File: src/rtl/uart_tx_pkg.sv
package uart_tx_pkg;

    localparam int DATA_W = 8;
    localparam int MIN_BITS = 5;

    typedef enum logic [2:0] {
        ST_IDLE,
        ST_START,
        ST_DATA,
        ST_PAR,
        ST_STOP,
        ST_BRK
    } tx_state_e;

    typedef struct packed {
        logic       stick;
        logic [1:0] wlen;
        logic       stop2;
        logic       even;
        logic       par_en;
    } frame_cfg_t;

    // parity over the active data bits of one character
    function automatic logic calc_par(input frame_cfg_t c, input logic [DATA_W-1:0] d);
        logic x;
        x = 1'b0;
        for (int i = 0; i < DATA_W; i++) begin
            if (i < MIN_BITS + int'(c.wlen)) x = x ^ d[i];
        end
        if (c.stick) return ~c.even;
        return c.even ? x : ~x;
    endfunction

endpackage

File: src/rtl/uart_tx_fsm.sv
module uart_tx_fsm
    import uart_tx_pkg::*;
#(
    parameter int OSR = 16,
    localparam int SCW = $clog2(OSR)
) (
    input  logic              clk,
    input  logic              rst_n,
    input  logic              os_tick_i,
    input  logic              go_ok_i,
    input  logic              brk_i,
    input  frame_cfg_t        cfg_i,
    input  logic              fifo_empty_i,
    input  logic [DATA_W-1:0] fifo_data_i,
    output logic              fifo_rd_o,
    output logic              line_o,
    output logic [SCW-1:0]    sc_o,
    output logic              done_o
);

    localparam logic [SCW-1:0] SC_LAST = SCW'(OSR - 1);
    localparam logic [2:0]     IDX_MIN = 3'(MIN_BITS - 1);

    tx_state_e         state_q, state_d;
    logic [SCW-1:0]    sc_q;
    logic [2:0]        bitn_q;
    logic [DATA_W-1:0] shreg_q;
    logic              par_q;
    logic [1:0]        wlen_q;
    logic              stop2_q;
    logic              pen_q;
    logic              load;
    logic              bit_end;
    logic              can_load;
    logic [2:0]        last_idx;

    assign bit_end  = os_tick_i && (sc_q == SC_LAST);
    assign can_load = go_ok_i && !fifo_empty_i && !brk_i;
    assign last_idx = IDX_MIN + {1'b0, wlen_q};

    // next-state logic
    always_comb begin
        state_d = state_q;
        load    = 1'b0;
        done_o  = 1'b0;
        unique case (state_q)
            ST_IDLE: begin
                if (brk_i) begin
                    state_d = ST_BRK;
                end else if (can_load) begin
                    load    = 1'b1;
                    state_d = ST_START;
                end
            end
            ST_START: if (bit_end) state_d = ST_DATA;
            ST_DATA: begin
                if (bit_end && bitn_q == last_idx) state_d = pen_q ? ST_PAR : ST_STOP;
            end
            ST_PAR: if (bit_end) state_d = ST_STOP;
            ST_STOP: begin
                if (bit_end && bitn_q == {2'b00, stop2_q}) begin
                    done_o = fifo_empty_i;
                    if (brk_i) begin
                        state_d = ST_BRK;
                    end else if (can_load) begin
                        load    = 1'b1;
                        state_d = ST_START;
                    end else begin
                        state_d = ST_IDLE;
                    end
                end
            end
            ST_BRK: if (!brk_i) state_d = ST_IDLE;
            default: state_d = ST_IDLE;
        endcase
    end

    // state register and datapath
    always_ff @(posedge clk or negedge rst_n) begin
        if (!rst_n) begin
            state_q <= ST_IDLE;
            sc_q    <= '0;
            bitn_q  <= '0;
            shreg_q <= '0;
            par_q   <= 1'b0;
            wlen_q  <= '0;
            stop2_q <= 1'b0;
            pen_q   <= 1'b0;
        end else begin
            state_q <= state_d;
            if (load) begin
                sc_q    <= '0;
                shreg_q <= fifo_data_i;
                par_q   <= calc_par(cfg_i, fifo_data_i);
                wlen_q  <= cfg_i.wlen;
                stop2_q <= cfg_i.stop2;
                pen_q   <= cfg_i.par_en;
            end else begin
                if (state_q == ST_IDLE) begin
                    sc_q <= '0;
                end else if (os_tick_i) begin
                    sc_q <= (sc_q == SC_LAST) ? '0 : sc_q + 1'b1;
                end
                if (bit_end && state_q == ST_DATA) shreg_q <= {1'b0, shreg_q[DATA_W-1:1]};
            end
            if (state_d != state_q) begin
                bitn_q <= '0;
            end else if (bit_end && (state_q == ST_DATA || state_q == ST_STOP)) begin
                bitn_q <= bitn_q + 1'b1;
            end
        end
    end

    // outputs
    always_comb begin
        fifo_rd_o = load;
        sc_o      = sc_q;
        unique case (state_q)
            ST_IDLE:  line_o = 1'b1;
            ST_START: line_o = 1'b0;
            ST_DATA:  line_o = shreg_q[0];
            ST_PAR:   line_o = par_q;
            ST_STOP:  line_o = 1'b1;
            ST_BRK:   line_o = 1'b0;
            default:  line_o = 1'b1;
        endcase
    end

endmodule

File: src/rtl/uart_tx_line.sv
module uart_tx_line #(
    parameter int OSR = 16,
    localparam int SCW = $clog2(OSR),
    localparam int PW  = (3 * OSR) / 16,
    localparam int P_LO = (OSR - PW) / 2,
    localparam int P_HI = P_LO + PW - 1
) (
    input  logic           line_i,
    input  logic [SCW-1:0] sc_i,
    input  logic           sir_en_i,
    input  logic           lbe_i,
    input  logic           rxd_i,
    output logic           txd_o,
    output logic           rx_int_o
);

    logic in_win;
    logic enc;

    assign in_win = (int'(sc_i) >= P_LO) && (int'(sc_i) <= P_HI);

    always_comb begin
        enc      = sir_en_i ? (!line_i && in_win) : line_i;
        txd_o    = lbe_i ? !sir_en_i : enc;
        rx_int_o = lbe_i ? enc : rxd_i;
    end

endmodule

File: src/rtl/uart_tx_irq.sv
module uart_tx_irq (
    input  logic clk,
    input  logic rst_n,
    input  logic eot_mode_i,
    input  logic lvl_hit_i,
    input  logic drained_i,
    input  logic clr_i,
    input  logic fen_i,
    output logic ris_o,
    output logic flush_o
);

    logic ris_q;
    logic fen_q;
    logic set;

    assign set     = eot_mode_i ? drained_i : lvl_hit_i;
    assign flush_o = fen_q && !fen_i;
    assign ris_o   = ris_q;

    always_ff @(posedge clk or negedge rst_n) begin
        if (!rst_n) begin
            ris_q <= 1'b0;
            fen_q <= 1'b0;
        end else begin
            ris_q <= set || (ris_q && !clr_i);
            fen_q <= fen_i;
        end
    end

endmodule

File: src/rtl/uart_tx_core.sv
module uart_tx_core
    import uart_tx_pkg::*;
#(
    parameter int OSR = 16
) (
    input  logic              clk,
    input  logic              rst_n,
    input  logic              ctl_en_i,
    input  logic              ctl_txe_i,
    input  logic              ctl_sir_i,
    input  logic              ctl_eot_i,
    input  logic              ctl_lbe_i,
    input  logic [7:0]        lcr_i,
    input  logic              os_tick_i,
    input  logic              fifo_empty_i,
    input  logic [DATA_W-1:0] fifo_data_i,
    input  logic              tx_lvl_hit_i,
    input  logic              ris_clr_i,
    input  logic              rxd_i,
    output logic              fifo_rd_o,
    output logic              fifo_flush_o,
    output logic              txd_o,
    output logic              rx_int_o,
    output logic              ris_o
);

    localparam int SCW = $clog2(OSR);

    frame_cfg_t     cfg;
    logic           line;
    logic [SCW-1:0] sc;
    logic           drained;

    assign cfg = '{stick: lcr_i[7], wlen: lcr_i[6:5], stop2: lcr_i[3],
                   even: lcr_i[2], par_en: lcr_i[1]};

    uart_tx_fsm #(.OSR(OSR)) u_fsm (
        .clk          (clk),
        .rst_n        (rst_n),
        .os_tick_i    (os_tick_i),
        .go_ok_i      (ctl_en_i && ctl_txe_i),
        .brk_i        (lcr_i[0]),
        .cfg_i        (cfg),
        .fifo_empty_i (fifo_empty_i),
        .fifo_data_i  (fifo_data_i),
        .fifo_rd_o    (fifo_rd_o),
        .line_o       (line),
        .sc_o         (sc),
        .done_o       (drained)
    );

    uart_tx_line #(.OSR(OSR)) u_line (
        .line_i   (line),
        .sc_i     (sc),
        .sir_en_i (ctl_sir_i),
        .lbe_i    (ctl_lbe_i),
        .rxd_i    (rxd_i),
        .txd_o    (txd_o),
        .rx_int_o (rx_int_o)
    );

    uart_tx_irq u_irq (
        .clk        (clk),
        .rst_n      (rst_n),
        .eot_mode_i (ctl_eot_i),
        .lvl_hit_i  (tx_lvl_hit_i),
        .drained_i  (drained),
        .clr_i      (ris_clr_i),
        .fen_i      (lcr_i[4]),
        .ris_o      (ris_o),
        .flush_o    (fifo_flush_o)
    );

endmodule

File: config.mk
export PLATFORM = sky130hd
export DESIGN_NAME = uart_tx_core
export DESIGN_NICKNAME = d
export VERILOG_FILES = /design/src/rtl/uart_tx_pkg.sv /design/src/rtl/uart_tx_fsm.sv /design/src/rtl/uart_tx_line.sv /design/src/rtl/uart_tx_irq.sv /design/src/rtl/uart_tx_core.sv
export SDC_FILE = /design/constraint.sdc
export NUM_CORES = 1
export LEC_CHECK = 0
export ABC_CLOCK_PERIOD_IN_PS = 2900
export CORE_MARGIN = 3
export CORE_UTILIZATION = 62
export DETAILED_ROUTE_END_ITERATION = 16
export DONT_BUFFER_PORTS = 1
export PLACE_DENSITY = 0.78
export SLEW_MARGIN = 20
export SYNTH_ARGS = -nofsm -noshare
export SYNTH_HDL_FRONTEND = slang
export SYNTH_SLANG_ARGS = --single-unit
File: constraint.sdc
create_clock -name clk -period 2.9 [get_ports clk]
set_clock_uncertainty 0.1 [all_clocks]
set_input_delay 0.58 -clock clk [delete_from_list [all_inputs] [get_ports clk]]
set_output_delay 0.58 -clock clk [all_outputs]
set_load 0.01 [all_outputs]
Yosys cells after proc, flatten, opt, wreduce, memory -nomap -nowiden
Index checks and enable logic that the tools add are counted.
{ "totals": {"word_cells": 118, "mem_bits_ro": 0, "latch_bits": 0, "output_inout_bits": 5, "ram_bits": 0, "reg_bits": 25, "in_bits": 28, "memories": 0} }
{ "op_classes": {"n_mux": 51, "multipliers": 0, "n_reduce_logical": 25, "addsub": 4, "n_eq_ne": 9, "div_mod_pow": 0, "n_lt_le_gt_ge": 10, "n_bitwise": 9, "n_shift": 0} }
{ "op_table": {"columns": ["operator", "n"], "rows": [
  ["$lt A4 B32 Y1 const A", 4],
  ["$lt A3 B32 Y1 const A", 2],
  ["$mux W3", 11],
  ["$lt A1 B32 Y1 const A", 1],
  ["$lt A2 B32 Y1 const A", 1],
  ["$mux W1", 31],
  ["$pmux W3 S6", 1],
  ["$mux W4", 4],
  ["$mux W8", 2],
  ["$logic_and A1 B1 Y1", 12],
  ["$xor A1 B1 Y1", 7],
  ["$eq A3 B2 Y1 const B", 2],
  ["$eq A3 B3 Y1 const B", 2],
  ["$logic_not A1 Y1", 6],
  ["$add A3 B2 Y4 const A", 1],
  ["$add A4 B1 Y4 const B", 1],
  ["$eq A4 B4 Y1 const B", 1],
  ["$ge A4 B3 Y1 const B", 1],
  ["$le A4 B4 Y1 const B", 1],
  ["$reduce_bool A2 Y1", 2],
  ["$add A3 B1 Y3 const B", 1],
  ["$add A3 B2 Y3 const A", 1],
  ["$eq A3 B1 Y1", 1],
  ["$eq A3 B1 Y1 const B", 1],
  ["other kinds (9)", 11]
]} }

Longest topological paths before layout
Gate-level depths: netlist of the first run.
{ "depth": {"depth_word": 32, "mapped_depth": 7, "depth_no_buf": 7} }

Modules after synthesis
From an unflattened synthesis of the first run, not the netlist that was laid out.
{ "unflattened": {"cells_unflattened": 157, "area_unflattened_um2": 1550.2} }
{ "modules_own_cells": {"columns": ["mod", "area_per_inst_um2", "cells_per_inst", "seq_area_each_um2", "instances"], "rows": [
  ["uart_tx_fsm", 1407.6, 141, 575.6, 1],
  ["uart_tx_irq", 75.1, 6, 50.0, 1],
  ["uart_tx_line", 61.3, 9, 0.0, 1],
  ["uart_tx_core", 6.3, 1, 0.0, 1]
]} }

Worst setup path after synthesis of the first run
Ideal clock, no wire load.
{ "synth_path": {"kind": "register to output", "startpoint": "reg u_fsm.sc_q[1], in the netlist u_fsm.sc_o[1]", "endpoint": "out fifo_rd_o", "path_buffers": 1, "setup_slack_ns": 0.496, "path_stages_with_launch": 6, "required_time_ns": 2.220, "arrival_ns": 1.724, "path_cell_list": "dfrtp_1 > ha_1 > nand4_1 > o41a_1 > nor3_4 > buf_4"} }
{ "synth_via": {"elab_chain_cells": 5} }
{ "synth_rtl": {"columns": ["item", "line", "text"], "rows": [
  ["from (decl)", "uart_tx_fsm.sv:25", "logic [SCW-1:0] sc_q;"],
  ["from (signal assigned)", "uart_tx_fsm.sv:102", "sc_q <= (sc_q == SC_LAST) ? '0 : sc_q + 1'b1;"],
  ["$eq A4 B4 Y1", "uart_tx_fsm.sv:37", "assign bit_end = os_tick_i && (sc_q == SC_LAST);"],
  ["$logic_and A1 B1 Y1", "uart_tx_fsm.sv:37", null],
  ["$logic_and A1 B1 Y1", "uart_tx_fsm.sv:61", "if (bit_end && bitn_q == {2'b00, stop2_q}) begin"],
  ["$mux W1", "uart_tx_fsm.sv:61", null],
  ["$pmux W1 S2", "uart_tx_fsm.sv:46", "unique case (state_q)"],
  ["to (decl)", "uart_tx_core.sv:20", "output logic fifo_rd_o,"]
]} }
No other way between the ends.

Final worst setup path of the first run
Same ends and word-level chain as after synthesis.

==> reports/results.tsv, run 1 <==
metric	value	unit
Routed WL per cell	15.8	µm
number of synthesized flops with an enable pin	0	
r2r endpoint	u_fsm.wlen_q[1]	
synthesis-stage register bit count	25	
I/O pin count	33	
TritonCTS buffer count	3	
Synthesized Nets	182	
Setup violations, final	0	
Reg2Reg Launch Point	u_fsm.sc_o[1]	
grt ovf	0	
net switching fraction of the power	35.9	%
area grow syn2layout	6.46	%
starting density of the core	65.9	%
fin util	70.2	%
hold-critical path endpoint	u_irq.fen_q	
CP required	2.22	ns
setup tns final	0	ns
RSZ-0062 raised after global routing	false	
Pwr Density	708	mW/mm²
Final period util	94.6	%
Startpoint Class	flop	
Final Hold Viols	0	
DRT Wirelength	2.89	mm
die area	0.00300	mm²
min-delay worst type	input port to flop	
die height	54.7	µm
post-DR vias/cell	6.31	
Final Cell Area	0.00157	mm²
Detail Placement HPWL	2.12	mm
Logic pwr share	32.5	%
DRC errors left	0	
GRT Overall Usage	21.0	%
most frequent cells in the layout	dfrtp_1 (23), o21ai_0 (19), nand2_1 (14)	
hold path depth	0	
drt first pass iters	4	
clock-pin slew of the registers on the worst-case setup and hold paths	0.13	ns
max_slew headroom	62.0	%
switching power	0.398	mW
post-route ant nets	0	
vias	1154	
initial drt markers	24	
Max Buffers Root-to-Sink	2	
die width	54.7	µm
first-pass GRT wire length	4.54	mm
leakage power figure	0.666	nW
Worst-Margin Slew	0.565	ns
crit path cell chain	ha_2, nand4_1, o41a_1, nor3_4, buf_8	
clk sink count	25	
achievable frequency	365	MHz
Syn Area/Cell	9.75	µm²
Slew Viols, Final	0	
P_int	0.711	mW
part of the Yosys area used for sequential elements	42.5	%
worst skew pair latency	0.32	ns
core area	0.00223	mm²
TritonCTS clock tree	done	
commonest non-fill, non-tap cell in the layout	dfrtp_1	
Root Driver	clkbuf_4	
Site Rows	17	
Critical Path AT	2.06	ns
critical path's slowest cell	dfrtp_2	
CP Capture Type	output port	
Synth cell types	38	
synthesized cell area	0.00147	mm²
run status	finished, final reports clean	
Max stage delay on crit path	0.46	ns
Post-Synthesis Cells	151	
GPL Wtd Cong	0.979	
peak supply drop	0.539	mV
antenna violations before repair	0	
min-delay src	lcr_i[4]	
hold_ws	0.170	ns
Post-synth top flop	dfrtp_1	
ys async rst share	100	%
Seq pwr share	53.5	%
Design Power	1.11	mW
largest net degree at the start of global routing	26	
worst-case reg-to-reg path depth	6	
area post-placement	0.00149	mm²
Clk pwr share	14.1	%
H-tree depth	1	
critical path type	flop to output port	
Tmin final	2.74	ns
IO Port Bufs	0	
vias in the first global route	1092	
Max Cap Viol	0	
Nets	186	
synth warn	0	
share of cells above drive strength 1	9.74	%
r2r setup slk	0.61	ns
Worst Path Max Fanout	24	
-- registers in the layout, indices dropped and copies added (netlist names) --
name / flops
u_fsm.bitn_q: 3
u_fsm.par_q: 1
u_fsm.wlen_q: 2
u_fsm.shreg_q: 8
u_fsm.sc_o: 4
u_fsm.pen_q: 1
u_fsm.state_q: 3
u_fsm.stop2_q: 1
u_irq.fen_q: 1
u_irq.ris_o: 1
-- critical path: cells and delay by family, from the launching register on --
family,cells,cell delay (ns)
compound gates,1,0.44
flops,1,0.46
simple gates,2,0.40
fa+ha+maj,1,0.24
buf+inv,1,0.20
-- kinds of logic after synthesis --
| group | share of synthesized area, % |
|---|---|
| mux | 8.58 |
| simple gates | 16.7 |
| compound gates | 18.1 |
| xor+xnor | 8.07 |
| flops | 42.5 |
| fa+ha+maj | 2.55 |
| buf+inv | 3.57 |
-- per-stage QoR --
stage	setup WS, ns	cells
floorplan	0.496	151
global placement	0.449	175
detailed placement	0.349	175
CTS	0.0234	181
global route	0.0104	182
finish	0.158	183
-- layout make-up --
cell class,count,area (µm²)
timing repair buffer,5,60.1
multi-input combinational,115,797
tap,28,35.0
fill,180,666
antenna,1,2.50
sequential,25,628
inverter,5,18.8
clock buffer,4,26.3
-- metal layers --
layer | vias to the layer above | wire, µm | part of all wire, % | global-route usage (%)
li1 | 554 | - | - | -
met1 | 550 | 1220 | 42 | 26.5
met2 | 44 | 1400 | 49 | 34.4
met3 | 6 | 211 | 7.3 | 4.36
met4 | 0 | 45 | 1.6 | 9.13
met5 | - | 0 | 0 | 0
-- synthesized netlist by cell type (3+ instances only) --
| cell | number | area [µm²] |
|---|---|---|
| inv_1 | 5 | 18.8 |
| nor2_1 | 11 | 41.3 |
| a21oi_1 | 9 | 45.0 |
| o21ai_0 | 19 | 95.1 |
| ha_1 | 3 | 37.5 |
| clkbuf_1 | 4 | 15.0 |
| xor2_1 | 3 | 26.3 |
| nand2_1 | 14 | 52.6 |
| nand2b_1 | 3 | 18.8 |
| mux2_1 | 3 | 33.8 |
| mux2i_1 | 7 | 70.1 |
| xnor2_1 | 8 | 70.1 |
| dfrtp_1 | 25 | 626 |
| nor3b_1 | 3 | 22.5 |
-- power groups by stage --
stage,clock network [mW],logic (mW),registers [mW]
3_3_place_gp,0,0.327,0.585
2_1_floorplan,0,0.307,0.546
5_1_grt,0.179,0.415,0.611
4_1_cts,0.161,0.351,0.585
6_report,0.156,0.360,0.593
3_5_place_dp,0,0.338,0.593
-- worst max-delay path by stage --
stage                        from        end  slack (ns)  cells after the start
global route        u_fsm.sc_o[1]  fifo_rd_o        0.01                      5
detailed placement  u_fsm.sc_o[1]  fifo_rd_o        0.35                      5
global placement    u_fsm.sc_o[1]  fifo_rd_o        0.45                      5
finish              u_fsm.sc_o[1]  fifo_rd_o        0.16                      5
CTS                 u_fsm.sc_o[1]  fifo_rd_o        0.02                      5
floorplan           u_fsm.sc_o[1]  fifo_rd_o        0.50                      5
-- what timing repair did --
action	4_1_cts	5_1_grt
endpoints found under the hold margin	25	0
pin swaps	0	2
setup buffers	0	1
gates resized for setup	1	4
hold buffers	2	0
endpoints found under the setup margin	1	1
(Power assumes the default switching activity.)
==> run 2: changes to the inputs <==
ABC_CLOCK_PERIOD_IN_PS = 2300   (was 2900)
CORE_UTILIZATION = 56   (was 62)
PLACE_DENSITY = 0.74   (was 0.78)
clock period = 2.3 ns   (was 2.9 ns; I/O delays follow)
==> run 2 against run 1 <==
Effect of this change: the flow now finishes with violations (setup timing); worst setup slack worse by 0.25 ns; die area rose by 9.5%; utilization rose by 0.98 points; combinational power increased by 56%; hold slack got worse by 0.12 ns; clock power grew 26%; global-route usage is 1.1 points lower; sequential share of layout area shrank 2.7 points; critical endpoint unchanged.
==> reports/results.tsv, run 2 (same netlist as run 1, synthesis figures left out) <==
metric	value	unit	change
first-pass GRT wire length	5.26	mm	was 4.54 mm
most frequent cells in the layout	dfrtp_1 (23), o21ai_0 (18), nand2_1 (14)		was dfrtp_1 (23), o21ai_0 (19), nand2_1 (14)
worst setup slack after layout	-0.0871	ns	was 0.158 ns
Worst-Margin Slew	0.464	ns	was 0.565 ns
critical path type	flop to output port		unchanged
IO Port Bufs	0		unchanged
share of cells above drive strength 1	17.2	%	was 9.74%
P_int	0.942	mW	was 0.711 mW
Design Power	1.48	mW	was 1.11 mW
grt ovf	0		unchanged
post-route ant nets	0		unchanged
Logic pwr share	38.1	%	was 32.5%
worst skew pair latency	0.32	ns	about the same
max_slew headroom	68.8	%	was 62.0%
critical path's slowest cell	dfrtp_1		was dfrtp_2
n_diodes	0		was 1
Startpoint Class	flop		unchanged
GRT Overall Usage	19.9	%	was 21.0%
GPL Wtd Cong	0.874		was 0.979
failing checks	setup timing		
area grow syn2layout	14.1	%	was 6.46%
Site Rows	17		unchanged
Detail Placement HPWL	2.21	mm	was 2.12 mm
vias in the first global route	1266		was 1092
DRC errors left	0		unchanged
achievable frequency	419	MHz	
Max stage delay on crit path	0.40	ns	was 0.46 ns
clk sink count	25		unchanged
H-tree depth	1		unchanged
die area	0.00328	mm²	was 0.00300 mm²
Critical Path AT	1.83	ns	was 2.06 ns
run status	finished with violations		was finished, final reports clean
initial drt markers	36		was 24
Pwr Density	878	mW/mm²	was 708 mW/mm²
CP required	1.74	ns	was 2.22 ns
Crit path buffers/inverters	1		unchanged
max FFs per register	8		unchanged
switching power	0.534	mW	was 0.398 mW
Tmin final	2.39	ns	
post-place setup slack	0.102	ns	was 0.349 ns
net switching fraction of the power	36.2	%	was 35.9%
Layout Cells excl Fill	191		was 183
starting density of the core	62.4	%	was 65.9%
TritonCTS buffer count	3		unchanged
post-DR vias/cell	6.41		was 6.31
die width	57.3	µm	was 54.7 µm
min-delay worst type	input port to flop		unchanged
Slew Viols, Final	0		unchanged
Final Cell Area	0.00168	mm²	was 0.00157 mm²
commonest non-fill, non-tap cell in the layout	dfrtp_1		unchanged
Setup violations, final	3		was 0
CP top delay family	flip-flops		unchanged
Final period util	104	%	
crit path cell chain	ha_1, nand4_1, o41a_1, nor3_4, buf_12		was ha_2, nand4_1, o41a_1, nor3_4, buf_8
setup tns final	-0.161	ns	was 0 ns
TritonCTS clock tree	done		unchanged
core area	0.00236	mm²	was 0.00223 mm²
RSZ-0062 raised after global routing	true		was false
area post-placement	0.00154	mm²	was 0.00149 mm²
Nets	195		was 186
Clk pwr share	13.3	%	was 14.1%
DP Cell Count	180		was 175
I/O pin count	33		unchanged
Routed WL per cell	16.6	µm	was 15.8 µm
DRT Wirelength	3.16	mm	was 2.89 mm
Root Driver	clkbuf_4		unchanged
peak supply drop	0.526	mV	was 0.539 mV
leakage power figure	0.723	nW	was 0.666 nW
CP Capture Type	output port		unchanged
largest net degree at the start of global routing	26		unchanged
Seq pwr share	48.6	%	was 53.5%
Worst Path Max Fanout	12		was 24
Max Cap Viol	0		unchanged
die height	57.3	µm	was 54.7 µm
hold_ws	0.0494	ns	was 0.170 ns
drt first pass iters	4		unchanged
Final Hold Viols	0		unchanged
antenna violations before repair	0		unchanged
Max Buffers Root-to-Sink	2		unchanged
Most flops, register	u_fsm.shreg_q		unchanged
fin util	71.2	%	was 70.2%
vias	1224		was 1154
clock-pin slew of the registers on the worst-case setup and hold paths	0.14	ns	was 0.13 ns
[run 2: cell types whose count changed in the layout (fill, tap and decap cells not counted), sizes merged]
cell / change
buf: +8
clkinv: +1
diode: -1
[run 2: routing by layer]
metal | vias to the layer above | part of all wire [%] | track usage [%]
li1 | 564 | - | -
met1 | 598 | 41 | 24.4
met2 | 58 | 49 | 33.9
met3 | 4 | 8.6 | 5.66
met4 | 0 | 0.73 | 6.29
met5 | - | 0 | 0
[run 2: worst register-to-register path: cells and delay by family, from the launching register on]
| family | cells | cell delay [ns] |
|---|---|---|
| AND/OR/NAND/NOR | 3 | 0.75 |
| AO/OA/AOI/OAI | 2 | 0.46 |
| flip-flops | 1 | 0.40 |
| adder cells (fa/ha/maj) | 1 | 0.18 |
| buffers and inverters | 1 | 0.18 |
[run 2: what timing repair did]
item	CTS	global route
gates resized for setup	4	4
gates cloned	0	1
setup endpoints to repair	3	3
hold endpoints to repair	25	0
pin swaps	2	0
setup buffers	2	2
hold buffers	2	0
[run 2: power groups by stage]
stage	Sequential (mW)	Combinational (mW)	Clock (mW)
final	0.717	0.563	0.196
after global routing	0.739	0.632	0.216
after CTS	0.713	0.536	0.200
after detailed placement	0.728	0.485	0
after global placement	0.720	0.457	0
after floorplan	0.688	0.387	0
[run 2: final cells by class]
type                       instances  area, µm²
tap                               28       35.0
clock buffer                       3       22.5
sequential                        25        628
inverter                           5       18.8
timing repair buffer              14        150
clock inverter                     1       5.00
fill                             185        681
multi-input combinational        115        821
[run 2: final timing paths]
kind | start | to | slack [ns] | cells after the start
max | u_fsm.sc_o[0] | fifo_rd_o | -0.09 | 5
min | lcr_i[4] | u_irq.fen_q | 0.05 | 0
max reg2reg | u_fsm.sc_o[0] | u_fsm.bitn_q[0] | 0.14 | 7
min reg2reg | u_fsm.stop2_q | u_fsm.stop2_q | 0.43 | 1
max in group asynchronous | rst_n | u_fsm.bitn_q[0] | 1.50 | 2
min in group asynchronous | rst_n | u_fsm.state_q[1] | 0.45 | 2
